`src/rtl/dma_seq_pkg.sv`:
```
package dma_seq_pkg;
  typedef enum logic {
    MODE_SINGLE = 1'b0,
    MODE_SUCC   = 1'b1
  } xfer_mode_e;
endpackage

```
`src/rtl/dma_req_sync.sv`:
```
module dma_req_sync #(
  parameter int STAGES = 2
) (
  input  logic clk_i,
  input  logic rst_ni,
  input  logic d_i,
  output logic q_o
);
  logic [STAGES-1:0] sr_q;

  generate
    for (genvar i = 0; i < STAGES; i++) begin : g_stage
      if (i == 0) begin : g_first
        always_ff @(posedge clk_i or negedge rst_ni)
          if (!rst_ni) sr_q[i] <= 1'b0;
          else         sr_q[i] <= d_i;
      end else begin : g_next
        always_ff @(posedge clk_i or negedge rst_ni)
          if (!rst_ni) sr_q[i] <= 1'b0;
          else         sr_q[i] <= sr_q[i-1];
      end
    end
  endgenerate

  assign q_o = sr_q[STAGES-1];
endmodule

```
`src/rtl/dma_edge_det.sv`:
```
module dma_edge_det (
  input  logic clk_i,
  input  logic rst_ni,
  input  logic lvl_i,
  input  logic rearm_i,
  output logic rise_o
);
  logic prev_q;

  // clearing the history makes a held-high level look like a new edge
  always_ff @(posedge clk_i or negedge rst_ni)
    if (!rst_ni)      prev_q <= 1'b0;
    else if (rearm_i) prev_q <= 1'b0;
    else              prev_q <= lvl_i;

  assign rise_o = lvl_i & ~prev_q;
endmodule

```
`src/rtl/dma_xfer_cnt.sv`:
```
module dma_xfer_cnt #(
  parameter int CNT_W = 16
) (
  input  logic             clk_i,
  input  logic             rst_ni,
  input  logic             load_i,
  input  logic [CNT_W-1:0] val_i,
  input  logic             dec_i,
  output logic [CNT_W-1:0] cnt_o,
  output logic             nz_o,
  output logic             last_o
);
  localparam logic [CNT_W-1:0] ONE = CNT_W'(1);

  logic [CNT_W-1:0] cnt_q;

  always_ff @(posedge clk_i or negedge rst_ni)
    if (!rst_ni)                  cnt_q <= '0;
    else if (load_i)              cnt_q <= val_i;
    else if (dec_i && cnt_q != 0) cnt_q <= cnt_q - ONE;

  assign cnt_o  = cnt_q;
  assign nz_o   = (cnt_q != '0);
  assign last_o = (cnt_q == ONE);
endmodule

```
`src/rtl/dma_seq_ctrl.sv`:
```
module dma_seq_ctrl
  import dma_seq_pkg::*;
(
  input  logic clk_i,
  input  logic rst_ni,
  input  logic en_i,
  input  logic mode_i,
  input  logic rise_i,
  input  logic cnt_nz_i,
  input  logic cnt_last_i,
  input  logic load_i,
  input  logic load_nz_i,
  output logic move_o,
  output logic rearm_o,
  output logic ack_o,
  output logic done_o
);
  xfer_mode_e mode;
  logic burst_q, ack_q, done_q;
  logic want;

  assign mode    = xfer_mode_e'(mode_i);
  assign want    = rise_i | burst_q;
  // a load takes priority over a move in the same cycle
  assign move_o  = en_i & cnt_nz_i & want & ~load_i;
  assign rearm_o = load_i & load_nz_i & en_i;

  always_ff @(posedge clk_i or negedge rst_ni)
    if (!rst_ni) begin
      burst_q <= 1'b0;
      ack_q   <= 1'b0;
      done_q  <= 1'b0;
    end else begin
      ack_q   <= move_o;
      burst_q <= move_o & (mode == MODE_SUCC) & ~cnt_last_i;
      if (rearm_o)                  done_q <= 1'b0;
      else if (move_o & cnt_last_i) done_q <= 1'b1;
    end

  assign ack_o  = ack_q;
  assign done_o = done_q;
endmodule

```
`src/rtl/dma_edge_seq.sv`:
```
module dma_edge_seq #(
  parameter int CNT_W       = 16,
  parameter int SYNC_STAGES = 2
) (
  input  logic             clk_i,
  input  logic             rst_ni,
  input  logic             en_i,
  input  logic             mode_i,
  input  logic             cnt_load_i,
  input  logic [CNT_W-1:0] cnt_val_i,
  input  logic             req_i,
  output logic             ack_o,
  output logic [CNT_W-1:0] cnt_o,
  output logic             done_o
);
  logic req_s, rise, rearm, move, cnt_nz, cnt_last, load_nz;

  assign load_nz = (cnt_val_i != '0);

  dma_req_sync #(.STAGES(SYNC_STAGES)) u_sync (
    .clk_i (clk_i),
    .rst_ni(rst_ni),
    .d_i   (req_i),
    .q_o   (req_s)
  );

  dma_edge_det u_edge (
    .clk_i  (clk_i),
    .rst_ni (rst_ni),
    .lvl_i  (req_s),
    .rearm_i(rearm),
    .rise_o (rise)
  );

  dma_xfer_cnt #(.CNT_W(CNT_W)) u_cnt (
    .clk_i (clk_i),
    .rst_ni(rst_ni),
    .load_i(cnt_load_i),
    .val_i (cnt_val_i),
    .dec_i (move),
    .cnt_o (cnt_o),
    .nz_o  (cnt_nz),
    .last_o(cnt_last)
  );

  dma_seq_ctrl u_ctrl (
    .clk_i     (clk_i),
    .rst_ni    (rst_ni),
    .en_i      (en_i),
    .mode_i    (mode_i),
    .rise_i    (rise),
    .cnt_nz_i  (cnt_nz),
    .cnt_last_i(cnt_last),
    .load_i    (cnt_load_i),
    .load_nz_i (load_nz),
    .move_o    (move),
    .rearm_o   (rearm),
    .ack_o     (ack_o),
    .done_o    (done_o)
  );
endmodule

```
`config.mk`:
```
export PLATFORM = sky130hd
export DESIGN_NAME = dma_edge_seq
export DESIGN_NICKNAME = d
export VERILOG_FILES = /design/src/rtl/dma_seq_pkg.sv /design/src/rtl/dma_req_sync.sv /design/src/rtl/dma_edge_det.sv /design/src/rtl/dma_xfer_cnt.sv /design/src/rtl/dma_seq_ctrl.sv /design/src/rtl/dma_edge_seq.sv
export SDC_FILE = /design/constraint.sdc
export NUM_CORES = 1
export LEC_CHECK = 0
export ABC_AREA = 0
export BUFFER_PORTS_ARGS = -buffer_cell sky130_fd_sc_hd__buf_2
export CAP_MARGIN = 20
export CORE_ASPECT_RATIO = 1.2
export CORE_MARGIN = 1
export CORE_UTILIZATION = 35
export CTS_CLUSTER_SIZE = 40
export DETAILED_ROUTE_END_ITERATION = 8
export PLACE_DENSITY_LB_ADDON = 0.2
export SLEW_MARGIN = 20
export SYNTH_ARGS = -nofsm -noshare
export SYNTH_HDL_FRONTEND = slang
export SYNTH_HIERARCHICAL = 1
export SYNTH_SLANG_ARGS = --single-unit
```
`constraint.sdc`:
```
create_clock -name clk_i -period 6.92 [get_ports clk_i]
set_input_delay 0.346 -clock clk_i [delete_from_list [all_inputs] [get_ports clk_i]]
set_output_delay 0.346 -clock clk_i [all_outputs]
set_load 0.05 [all_outputs]
```
# ---- Yosys cells after proc, flatten, opt, wreduce, memory -nomap -nowiden
# Index checks and enable logic that the tools add are counted.
dict set report op_classes {
  n_addsub 1
  n_eq_ne 1
  n_mux 5
  bitwise 13
  n_reduce_logical 5
}
# operator count
set op_table {}
lappend op_table {{16-bit 2-to-1 mux} 2}
lappend op_table {{16-bit nonzero test} 2}
lappend op_table {{16-bit by 1-bit == test with 1-bit output, second input constant} 1}
lappend op_table {{16-bit by 1-bit subtractor with 16-bit output, second input constant} 1}
lappend op_table {{1-bit bitwise AND} 9}
lappend op_table {{2-bit nonzero test} 2}
lappend op_table {{1-bit 2-to-1 mux} 3}
lappend op_table {{1-bit NOT} 3}
lappend op_table {{1-bit logical AND} 1}
lappend op_table {{1-bit bitwise OR} 1}
dict set report word_totals {
  regBits 22
  inputBits 22
  output_inout_bits 18
  wordCells 32
}

# ---- Longest topological paths before layout
# Gate-level depths: netlist of run 1.
dict set report depth {
  depth_word 8
  ltp_mapped 13
  depth_no_buf 11
}

# ---- Modules after synthesis
# The synthesis of run 1 kept the hierarchy.
# module instances cells_each area_per_inst_um2 seq_area_each_um2
set by_module_without_submodules {}
lappend by_module_without_submodules {dma_xfer_cnt 1 128 1131.1 400.4}
lappend by_module_without_submodules {dma_seq_ctrl 1 12 136.4 75.1}
lappend by_module_without_submodules {dma_edge_det 1 3 52.6 25.0}
lappend by_module_without_submodules {dma_req_sync 1 2 50.0 50.0}
lappend by_module_without_submodules {dma_edge_seq 1 5 31.3 0.0}

# ---- Least setup slack after synthesis of run 1
# OpenSTA, ideal clock, no wires.
dict set report synth_path {
  path_type {reg-to-reg}
  from {register u_cnt.cnt_q[0] (netlist: u_cnt/cnt_o[0])}
  to {register u_cnt.cnt_q[14] (netlist: u_cnt/cnt_o[14])}
  setup_ns 0.135
  t_arrival_ns 3.130
  required_time_ns 6.785
  slack_ns 3.654
  path_stages_with_launch 13
  path_buffers 1
  synth_period_minus_slack_ns 3.266
  path_cell_list {dfrtp_1 > inv_1 > ha_1 > nor3b_1 > and4_1 > buf_4 > inv_2 > nand2_1 > nor3_1 > or3b_2 > nor4_1 > mux2i_1 > o21ai_0}
}
dict set report synth_between {
  elab_chain_cells 6
  word_cells_on_any_way 9
  cone_classes {1 x add/sub; 2 x mux; 3 x bitwise; 3 x reduce/logical}
}
# element line_no
set synth_rtl {}
lappend synth_rtl {{start: declaration} dma_xfer_cnt.sv:15} ;# logic [CNT_W-1:0] cnt_q;
lappend synth_rtl {{start signal: assignment} dma_xfer_cnt.sv:19} ;# else if (load_i) cnt_q <= val_i;
lappend synth_rtl {{start signal: assignment} dma_xfer_cnt.sv:20} ;# else if (dec_i && cnt_q != 0) cnt_q <= cnt_q - ONE;
lappend synth_rtl {{16-bit nonzero test} dma_xfer_cnt.sv:23} ;# assign nz_o = (cnt_q != '0);
lappend synth_rtl {{via cnt_nz} dma_edge_seq.sv:16} ;# logic req_s, rise, rearm, move, cnt_nz, cnt_last, load_nz;
lappend synth_rtl {{1-bit bitwise AND (3 in series)} dma_seq_ctrl.sv:25} ;# assign move_o = en_i & cnt_nz_i & want & ~load_i;
lappend synth_rtl {{via move} dma_edge_seq.sv:16}
lappend synth_rtl {{1-bit logical AND} dma_xfer_cnt.sv:20}
lappend synth_rtl {{2-bit nonzero test (no source line)} --}
# The timed path passes the listed nets, and every way through them passes these cells. The select of a mux whose other input is x is not followed.
# A chain may end at the register's enable or synchronous reset.

# ---- Worst setup path in the final report of run 1
# Ends and elaborated chain as after synthesis.

==> results.toml, run 1 <==
[run_status]
status = "complete, no violations"

[clock_tree]
clock-sinks = 22
root_buffer = "clkbuf_8"
clk_pin_slew_ps = 100
cts_resized = 0
numCtsBuffers = 3
tritoncts = "done"
cts-hold-fix-buffers = 0
clock_path_buffers = 2
cts_htree_levels = 1
clk-insertion-delay-late_ps = 270
postCtsSetupBuffers = 0

[logic_synthesis]
yosysSeqAreaShare_pct = 39.3
synth_edf_count = 0
synthArstFlopShare_pct = 100
netlist.area_leader.share_pct = 39.3
yosys_warnings = 6
netlist_area_sq_um = 1400
synth_cell_types = 51
syn_nets = 174
netlist_instances = 150
synth_area_leaders = "dfrtp_1 39%, nand2_1 4.0%, nor4_2 3.6%"
ys_ff_latch = 22
yosysTopAreaCell = "dfrtp_1"
avgSynthCellArea_sq_um = 9.34
ys.flop_type = "dfrtp_1"

[placement]
dpl_cell_area_sq_um = 1630
dp_hpwl_microns = 2920
portBuffers = 39
gp_congestion = 0.898

[route]
dr.pass1.iters = 4
drc = 0
final_antenna_net_count = 0
drtIter0Drc = 60
wl_microns = 3900
vias = 1376
via_per_inst = 5.76
wl_per_cell_microns = 16.3

[grt]
grt_max_degree = 24
track_usage_pct = 20.8
grt_first_pass_wirelength_microns = 6820
grt_pass1_vias = 1466
overflow = 0
antenna_found_initial = 0

[floorplanning]
die_w_microns = 59.8
core_sq_um = 3720
ios = 40
dieArea_sq_um = 4260
start_util_pct = 37.6
dieHeight_microns = 71.3
fp-row-count = 24

[setup_path]
path_buf_inv = 3
endpoint_kind = "flop"
path_cells = "inv_1, ha_1, nor3b_1, and4_1, inv_2, nand2_1, nor3_1, buf_4, or3b_2, nor4_1, mux2i_1, o21ai_0"
critPathMaxStageDelay_ps = 470
ff2ff_setup_slack_ps = 3650
criticalPathCategory = "reg2reg"
r2r-end = "u_cnt/cnt_o[14]"
reg2reg_depth = 12
crit_slowest_cell = "dfrtp_1"
worstSetupStartpointType = "flop"
critPathMaxFanout = 15
cp_top_family = "simple AND/OR/NAND/NOR gates"
critPathArrivalTime_ps = 3420
critical_path_required_ps = 7060
reg2reg_from = "u_cnt/cnt_o[0]"

[worst_hold_path]
worstHoldPathType = "in2async"

[finish]
antenna_cells = 0
multi_input_area_sq_um = 786
drive_above_1_share_pct = 32.1
fillCellCount = 383
regArea_sq_um = 551
design_area_sq_um = 1700
area_growth_pct = 21.4
fin_nets = 212

[job]
drv_cap = 0

[timing]
finalSetupTns_ps = 0
rsz0062_at_grt = "no"
report.final.slew_viol_count = 0
slew_headroom_pct = 64.0
setup_violations = 0
tightest_slew_ps = 536
max_freq_mhz = 306
period_needed_ps = 3270
hold_violations = 0
skew_ps = 12.9
period_share_pct = 47.3

[power]
power.leakage_nw = 0.674
finalPower_mw = 0.369
peakVddDrop_uv = 80.0
cellPowerDensity_nw_per_um2 = 217
-- where the power goes --
| group | internal, mW | switching (mW) |
|---|---|---|
| clock | 0.0774 | 0.0468 |
| sequential | 0.138 | 0.0181 |
| combinational | 0.0275 | 0.0613 |
-- Yosys cell counts, types with 3 or more instances --
| master | number |
|---|---|
| o41ai_1 | 3 |
| dfrtp_1 | 22 |
| a31oi_1 | 5 |
| or4_1 | 5 |
| xnor2_1 | 3 |
| inv_1 | 6 |
| nor4_1 | 5 |
| nand2b_1 | 3 |
| o21ai_0 | 8 |
| nor3_1 | 4 |
| nand2_1 | 15 |
| nand3_1 | 5 |
| nor2_1 | 12 |
| nor4_2 | 4 |
| nand4_1 | 4 |
| clkbuf_1 | 4 |
-- registers in the layout, indices dropped and copies added, names as in the netlist --
register	cells
u_sync/q_o	1
u_ctrl/burst_q	1
u_sync/sr_q	1
u_cnt/cnt_o	16
u_ctrl/done_o	1
u_ctrl/ack_o	1
u_edge/prev_q	1
-- logic make-up after synthesis --
logic type	count (synthesis)	share of synthesized area, %
DFF	22	39.3
AOI/OAI and AO/OA	32	15.9
buffers and inverters	14	4.64
muxes	1	0.714
xor gates and xnor gates	3	1.88
and+or+nand+nor	76	35.8
adders and majority gates	2	1.79
-- stage by stage --
| step | std cells | hold slack (ps) | util (%) | worst slack (ps) |
|---|---|---|---|---|
| 6_report | 239 | 30.7 | 45.7 | 3650 |
| 5_1_grt | 239 | 61.2 | 45.7 | 3400 |
| 4_1_cts | 239 | 56.4 | 45.7 | 3690 |
| 3_5_place_dp | 235 | 355 | 43.8 | 3730 |
| 3_3_place_gp | 235 | 344 | 43.8 | 3870 |
| 2_1_floorplan | 150 | 50.4 | - | 3650 |
-- routing by layer --
layer  part of all wire (%)  vias up  track usage, %
met5                      0        -               0
met3                    5.1        8            2.35
met4                    2.3        0            8.79
met2                     48       44            34.1
met1                     45      680            27.4
li1                       -      644               -
-- final cells by class --
cell class,instances,area share (%)
clock buffers,3,2.43
clock inverters,1,1.76
inverters,7,1.54
multi-input cells,114,46.2
flip-flops and latches,22,32.4
well taps,52,3.82
repair buffers,40,11.9
-- how the worst max path moves through the flow --
stage / from / endpoint / slack [ps] / depth (start not counted)
floorplan: u_cnt/cnt_o[0] / u_cnt/cnt_o[14] / 3650 / 12
global placement: u_cnt/cnt_o[0] / u_cnt/cnt_o[14] / 3870 / 12
detailed placement: u_cnt/cnt_o[0] / u_cnt/cnt_o[14] / 3730 / 12
CTS: u_cnt/cnt_o[0] / u_cnt/cnt_o[14] / 3690 / 12
global route: u_cnt/cnt_o[0] / u_cnt/cnt_o[14] / 3400 / 12
finish: u_cnt/cnt_o[0] / u_cnt/cnt_o[14] / 3650 / 12
-- cells in the final DEF (no fill, tap or decap), types with 3 or more instances in the layout --
cell type	count
buf_2	39
dfrtp_1	22
nand2_1	15
nor2_1	12
o21ai_0	8
inv_1	6
nor4_1	5
nand3_1	5
a31oi_1	5
or4_1	5
nand4_1	4
nor4_2	4
nor3_1	4
clkbuf_8	3
o41ai_1	3
xnor2_1	3
nand2b_1	3
Note: power is estimated with default switching activity, not from simulation.
==> inputs of run 2 (changes only) <==
==> constraint.sdc (replaced) <==
create_clock -name clk_i -period 2.83 [get_ports clk_i]
set_input_delay 0.1415 -clock clk_i [delete_from_list [all_inputs] [get_ports clk_i]]
set_output_delay 0.1415 -clock clk_i [all_outputs]
set_load 0.05 [all_outputs]
==> results.toml, run 2 (synthesis gave the netlist of run 1 again) <==
[run_status]
status = "complete, no violations"

[timing]
skew_ps = 2.92
period_needed_ps = 2730
tightest_slew_ps = 564
setup_violations = 0
max_freq_mhz = 367
finalSetupTns_ps = 0
hold_violations = 0
period_share_pct = 96.3
report.final.slew_viol_count = 0
rsz0062_at_grt = "no"
slew_headroom_pct = 62.4

[grt]
grt_pass1_vias = 1340
grt_first_pass_wirelength_microns = 6420
antenna_found_initial = 0
grt_max_degree = 24
overflow = 0
track_usage_pct = 19.8

[route]
drc = 0
drt-met1-wl_microns = 1670
wl_met2_microns = 1990
vias = 1402
dr.pass1.iters = 4
drtIter0Drc = 54
final_antenna_net_count = 0
highest_layer = "met4"
via_per_inst = 5.61
wl_microns = 3920
wl_met3_microns = 189
wl_per_cell_microns = 15.7

[clock_tree]
clk-insertion-delay-late_ps = 260
clock-sinks = 22
clk_pin_slew_ps = 80
cts_htree_levels = 1
root_buffer = "clkbuf_8"
tritoncts = "done"
numCtsBuffers = 3
clock_path_buffers = 2

[floorplanning]
dieArea_sq_um = 4260
dieHeight_microns = 71.3
start_util_pct = 37.6
die_w_microns = 59.8
fp-row-count = 24
core_sq_um = 3720
ios = 40

[power]
cellPowerDensity_nw_per_um2 = 460
peakVddDrop_uv = 210
finalPower_mw = 0.849
power.leakage_nw = 0.732

[finish]
final_common_cell = "buf_2"
fin_nets = 223
largest_reg_flops = 16
area_growth_pct = 31.6
fillCellCount = 361
antenna_cells = 0
final_cell_mix = "39 x buf_2, 20 x dfrtp_1, 14 x nand2_1, 12 x nor2_1, 10 x buf_4"
drive_above_1_share_pct = 42.4

[placement]
dp_hpwl_microns = 2980
portBuffers = 39
gp_congestion = 0.835

[setup_path]
criticalPathCategory = "reg2reg"
critPathArrivalTime_ps = 2920
critical_path_required_ps = 3020
worstSetupStartpointType = "flop"
endpoint_kind = "flop"
critPathMaxFanout = 7

[worst_hold_path]
worstHoldPathType = "in2reg"

[job]
drv_cap = 0
## run 2: where the power goes
group	internal [mW]	switching [mW]	total, mW	leakage (nW)
sequential	0.339	0.0403	0.379	0.263
clock	0.124	0.0994	0.223	0.0288
combinational	0.0831	0.163	0.246	0.441
## run 2: layout make-up
class / count / area, sq um / area share (%)
Timing Repair Buffer: 51 / 290 / 15.7
Clock buffer: 4 / 55.1 / 2.99
Sequential cell: 22 / 553 / 30.0
Tap cell: 52 / 65.1 / 3.53
Multi-Input combinational cell: 114 / 852 / 46.2
Inverter: 7 / 28.8 / 1.56
## run 2: what timing repair did
action | in CTS | in global routing
endpoints found under the setup margin | 1 | 6
resized for setup | 0 | 8
buffers inserted | 0 | 4
hold buffers | 2 | 0
pin swaps | 1 | 3
endpoints found under the hold margin | 23 | 0
## run 2: metrics by stage
| stage | utilization, % | area [sq um] | instances | worst slack (ps) | hold WS, ps |
|---|---|---|---|---|---|
| floorplan | - | 1440 | 150 | 11.8 | -154 |
| global placement | 45.7 | 1700 | 240 | 152 | 142 |
| detailed placement | 45.7 | 1700 | 240 | 24.2 | 151 |
| CTS | 47.7 | 1780 | 246 | 48.7 | 98.0 |
| global route | 49.5 | 1840 | 250 | 1.91 | 96.5 |
| finish | 49.5 | 1840 | 250 | 104 | 105 |
## run 2: critical path, cell delays in order, from the launching register on
cell	delay [ps]
dfrtp_2	430
inv_2	70
ha_4	170
nor3b_1	160
and4_2	260
inv_4	70
nand2_2	80
nor3_4	330
inv_2	100
or4_4	490
or4_1	420
nand3_1	90
## run 2: per-layer routing
layer	vias up	GRT usage, %
li1	666	-
met2	44	34.1
met4	0	5.94
met5	-	0
met3	6	1.81
met1	686	25.7
## run 2: path summary, 6_finish.rpt
kind	start	end	slack [ps]	cells after the start
setup reg to reg	u_cnt/cnt_o[1]	u_cnt/cnt_o[6]	100	11
setup / recovery	u_cnt/cnt_o[1]	u_cnt/cnt_o[6]	100	11
min in group asynchronous	rst_ni	u_cnt/cnt_o[4]	380	2
hold / removal	cnt_val_i[13]	u_cnt/cnt_o[13]	110	2
max in group asynchronous	rst_ni	u_cnt/cnt_o[1]	2090	2
hold reg to reg	u_sync/sr_q[0]	u_sync/q_o	350	0
==> inputs of run 3 (changes only) <==
--- a/config.mk
+++ b/config.mk
@@ -5,14 +5,15 @@
 export SDC_FILE = /design/constraint.sdc
 export NUM_CORES = 1
 export LEC_CHECK = 0
-export ABC_AREA = 0
-export BUFFER_PORTS_ARGS = -buffer_cell sky130_fd_sc_hd__buf_2
+export ABC_AREA = 1
 export CAP_MARGIN = 20
 export CORE_ASPECT_RATIO = 1.2
 export CORE_MARGIN = 1
 export CORE_UTILIZATION = 35
 export CTS_CLUSTER_SIZE = 40
 export DETAILED_ROUTE_END_ITERATION = 8
+export DONT_BUFFER_PORTS = 1
+export MAX_ROUTING_LAYER = met4
 export PLACE_DENSITY_LB_ADDON = 0.2
 export SLEW_MARGIN = 20
 export SYNTH_ARGS = -nofsm -noshare
==> results.toml, run 3 <==
[logic_synthesis]
netlist_area_sq_um = 1530
avgSynthCellArea_sq_um = 6.81
netlist_instances = 225
syn_nets = 249
synth_edf_count = 0
synth_cell_types = 26
yosys_warnings = 6
netlist.area_leader.share_pct = 35.9
ys_ff_latch = 22
yosys.cell_count.top_type = "nand2_1"
ys.flop_type = "dfrtp_1"
synth_area_leaders = "dfrtp_1 36%, nand2_1 20%, nor2_1 8.6%"
yosysSeqAreaShare_pct = 35.9
synth.cells.most_frequent = "83 x nand2_1, 35 x nor2_1, 22 x dfrtp_1, 21 x nand3_1, 15 x inv_1"
yosysTopAreaCell = "dfrtp_1"
synthArstFlopShare_pct = 100

[timing]
tightest_slew_ps = 571
period_needed_ps = 2440
report.final.slew_viol_count = 0
skew_ps = 6.87
slew_headroom_pct = 61.9
rsz0062_at_grt = "no"
setup_violations = 0
finalSetupTns_ps = 0
period_share_pct = 86.3
max_freq_mhz = 409
whs_ps = 6.70
hold_violations = 0

[job]
drv_cap = 0

[floorplanning]
start_util_pct = 36.2
dieArea_sq_um = 4650
fp-row-count = 26
ios = 40
core_sq_um = 4230
die_w_microns = 62.4
dieHeight_microns = 74.5

[setup_path]
criticalPathCategory = "reg2reg"
worstSetupStartpointType = "flop"
critPathMaxFanout = 12
crit_slowest_cell = "dfrtp_1"
path_cells = "inv_1, ha_1, nand2_4, nor2_4, nand2_4, nand2_1, nor2_1, nand2_1, inv_2, nand2_8, nand2_4, inv_2, nand2_1, nand2_1"
path_buf_inv = 3
ff2ff_setup_slack_ps = 390
reg2reg_depth = 14
crit_start = "u_cnt/cnt_o[1]"
r2r-end = "u_cnt/cnt_o[8]"
reg2reg_from = "u_cnt/cnt_o[1]"
cp_common_cell = "nand2_1"
endpoint_kind = "flop"
cp_top_family = "simple AND/OR/NAND/NOR gates"
critPathArrivalTime_ps = 2600
critPathMaxStageDelay_ps = 660
critical_path_required_ps = 2990

[clock_tree]
clock_path_buffers = 2
clk-insertion-delay-late_ps = 270
postCtsSetupBuffers = 0
cts_htree_levels = 1
tritoncts = "done"
cts_resized = 0
numCtsBuffers = 3
clock-sinks = 22
root_buffer = "clkbuf_8"
clk_pin_slew_ps = 80

[route]
drtIter0Drc = 56
via_per_inst = 4.94
dr.pass1.iters = 4
wl_per_cell_microns = 13.9
drc = 0
final_antenna_net_count = 0
vias = 1487
wl_microns = 4180

[worst_hold_path]
hold_path_depth = 2
timing.hold.worst.start = "cnt_load_i"
min_to = "u_cnt/cnt_o[13]"
worstHoldPathType = "in2reg"

[power]
cellPowerDensity_nw_per_um2 = 575
power.leakage_nw = 0.890
peakVddDrop_uv = 299

[finish]
area_growth_pct = 17.1
antenna_cells = 0
fillCellCount = 471
drive_above_1_share_pct = 16.3
fin_nets = 270
largest_reg_flops = 16
final_common_cell = "nand2_1"
final_cell_mix = "83 x nand2_1, 35 x nor2_1, 22 x dfrtp_1, 21 x nand3_1, 15 x inv_1"

[run_status]
status = "complete, no violations"

[grt]
antenna_found_initial = 0
grt_first_pass_wirelength_microns = 6870
grt_pass1_vias = 1439
grt_max_degree = 23
track_usage_pct = 20.2
overflow = 0

[placement]
portBuffers = 0
gp_congestion = 0.857
dp_hpwl_microns = 3270
==> run 3: changes by cell type in the layout (fill, tap and decap cells not counted), sizes merged, moves of 9 or more <==
cell / delta
buf: -34
nor4: -9
nand2: +74
inv: +10
nor2: +30
nand3: +17
==> run 3: per-stage QoR <==
stage	total power [mW]	setup WS, ps	utilization [%]	area [sq um]	cells
floorplan	0.697	644	-	1530	225
global placement	0.795	472	39.8	1680	291
detailed placement	0.795	420	39.8	1680	291
CTS	1.04	402	42.3	1790	300
global route	1.10	229	42.4	1790	301
finish	1.03	386	42.4	1790	301
==> run 3: area by class of cell <==
class,count,area [sq um],area share (%)
multi-input combinational,182,895,49.9
sequential,22,551,30.7
timing repair buffer,20,160,8.93
tap,56,70.1,3.91
inverter,17,63.8,3.56
clock buffer,4,55.1,3.07
==> run 3: logic make-up after synthesis <==
kind of cell | Yosys count | share of synthesized area, %
adder cells (fa/ha/maj) | 2 | 1.63
XOR/XNOR | 4 | 2.29
buffers and inverters | 21 | 5.71
AND/OR/NAND/NOR | 162 | 48.8
AO/OA/AOI/OAI | 14 | 5.63
flip-flops | 22 | 35.9
==> run 3: repair_timing <==
item,4_1_cts,5_1_grt
endpoints found under the hold margin,26,22
hold buffers,5,1
endpoints found under the setup margin,0,0
==> run 3: layer usage <==
layer	share of wire (%)	vias up	GRT usage, %
li1	-	744	-
met5	0	-	-
met1	40	692	21.8
met3	6.4	6	3.99
met4	1.7	0	8.79
met2	51	45	36.2
==> run 3: worst max path at each step <==
stage | to | slack (ps) | cells past startpoint
6_report | u_cnt/cnt_o[8] | 390 | 14
3_3_place_gp | u_cnt/cnt_o[9] | 470 | 14
3_5_place_dp | u_cnt/cnt_o[8] | 420 | 14
5_1_grt | u_cnt/cnt_o[6] | 230 | 13
4_1_cts | u_cnt/cnt_o[8] | 400 | 14
2_1_floorplan | u_cnt/cnt_o[1] | 640 | 14
==> run 3: worst register-to-register path, cell delays in order (launching register included) <==
cell     delay [ps]
dfrtp_1         660
inv_1           200
ha_1            320
nand2_4         130
nor2_4           50
nand2_4          90
nand2_1          60
nor2_1          120
nand2_1          80
inv_2           140
nand2_8         100
nand2_4         160
inv_2           100
nand2_1          70
nand2_1          60
==> run 3: power breakdown <==
part / switching [mW] / internal [mW]
clock: 0.109 / 0.124
combinational: 0.286 / 0.121
sequential: 0.0433 / 0.349
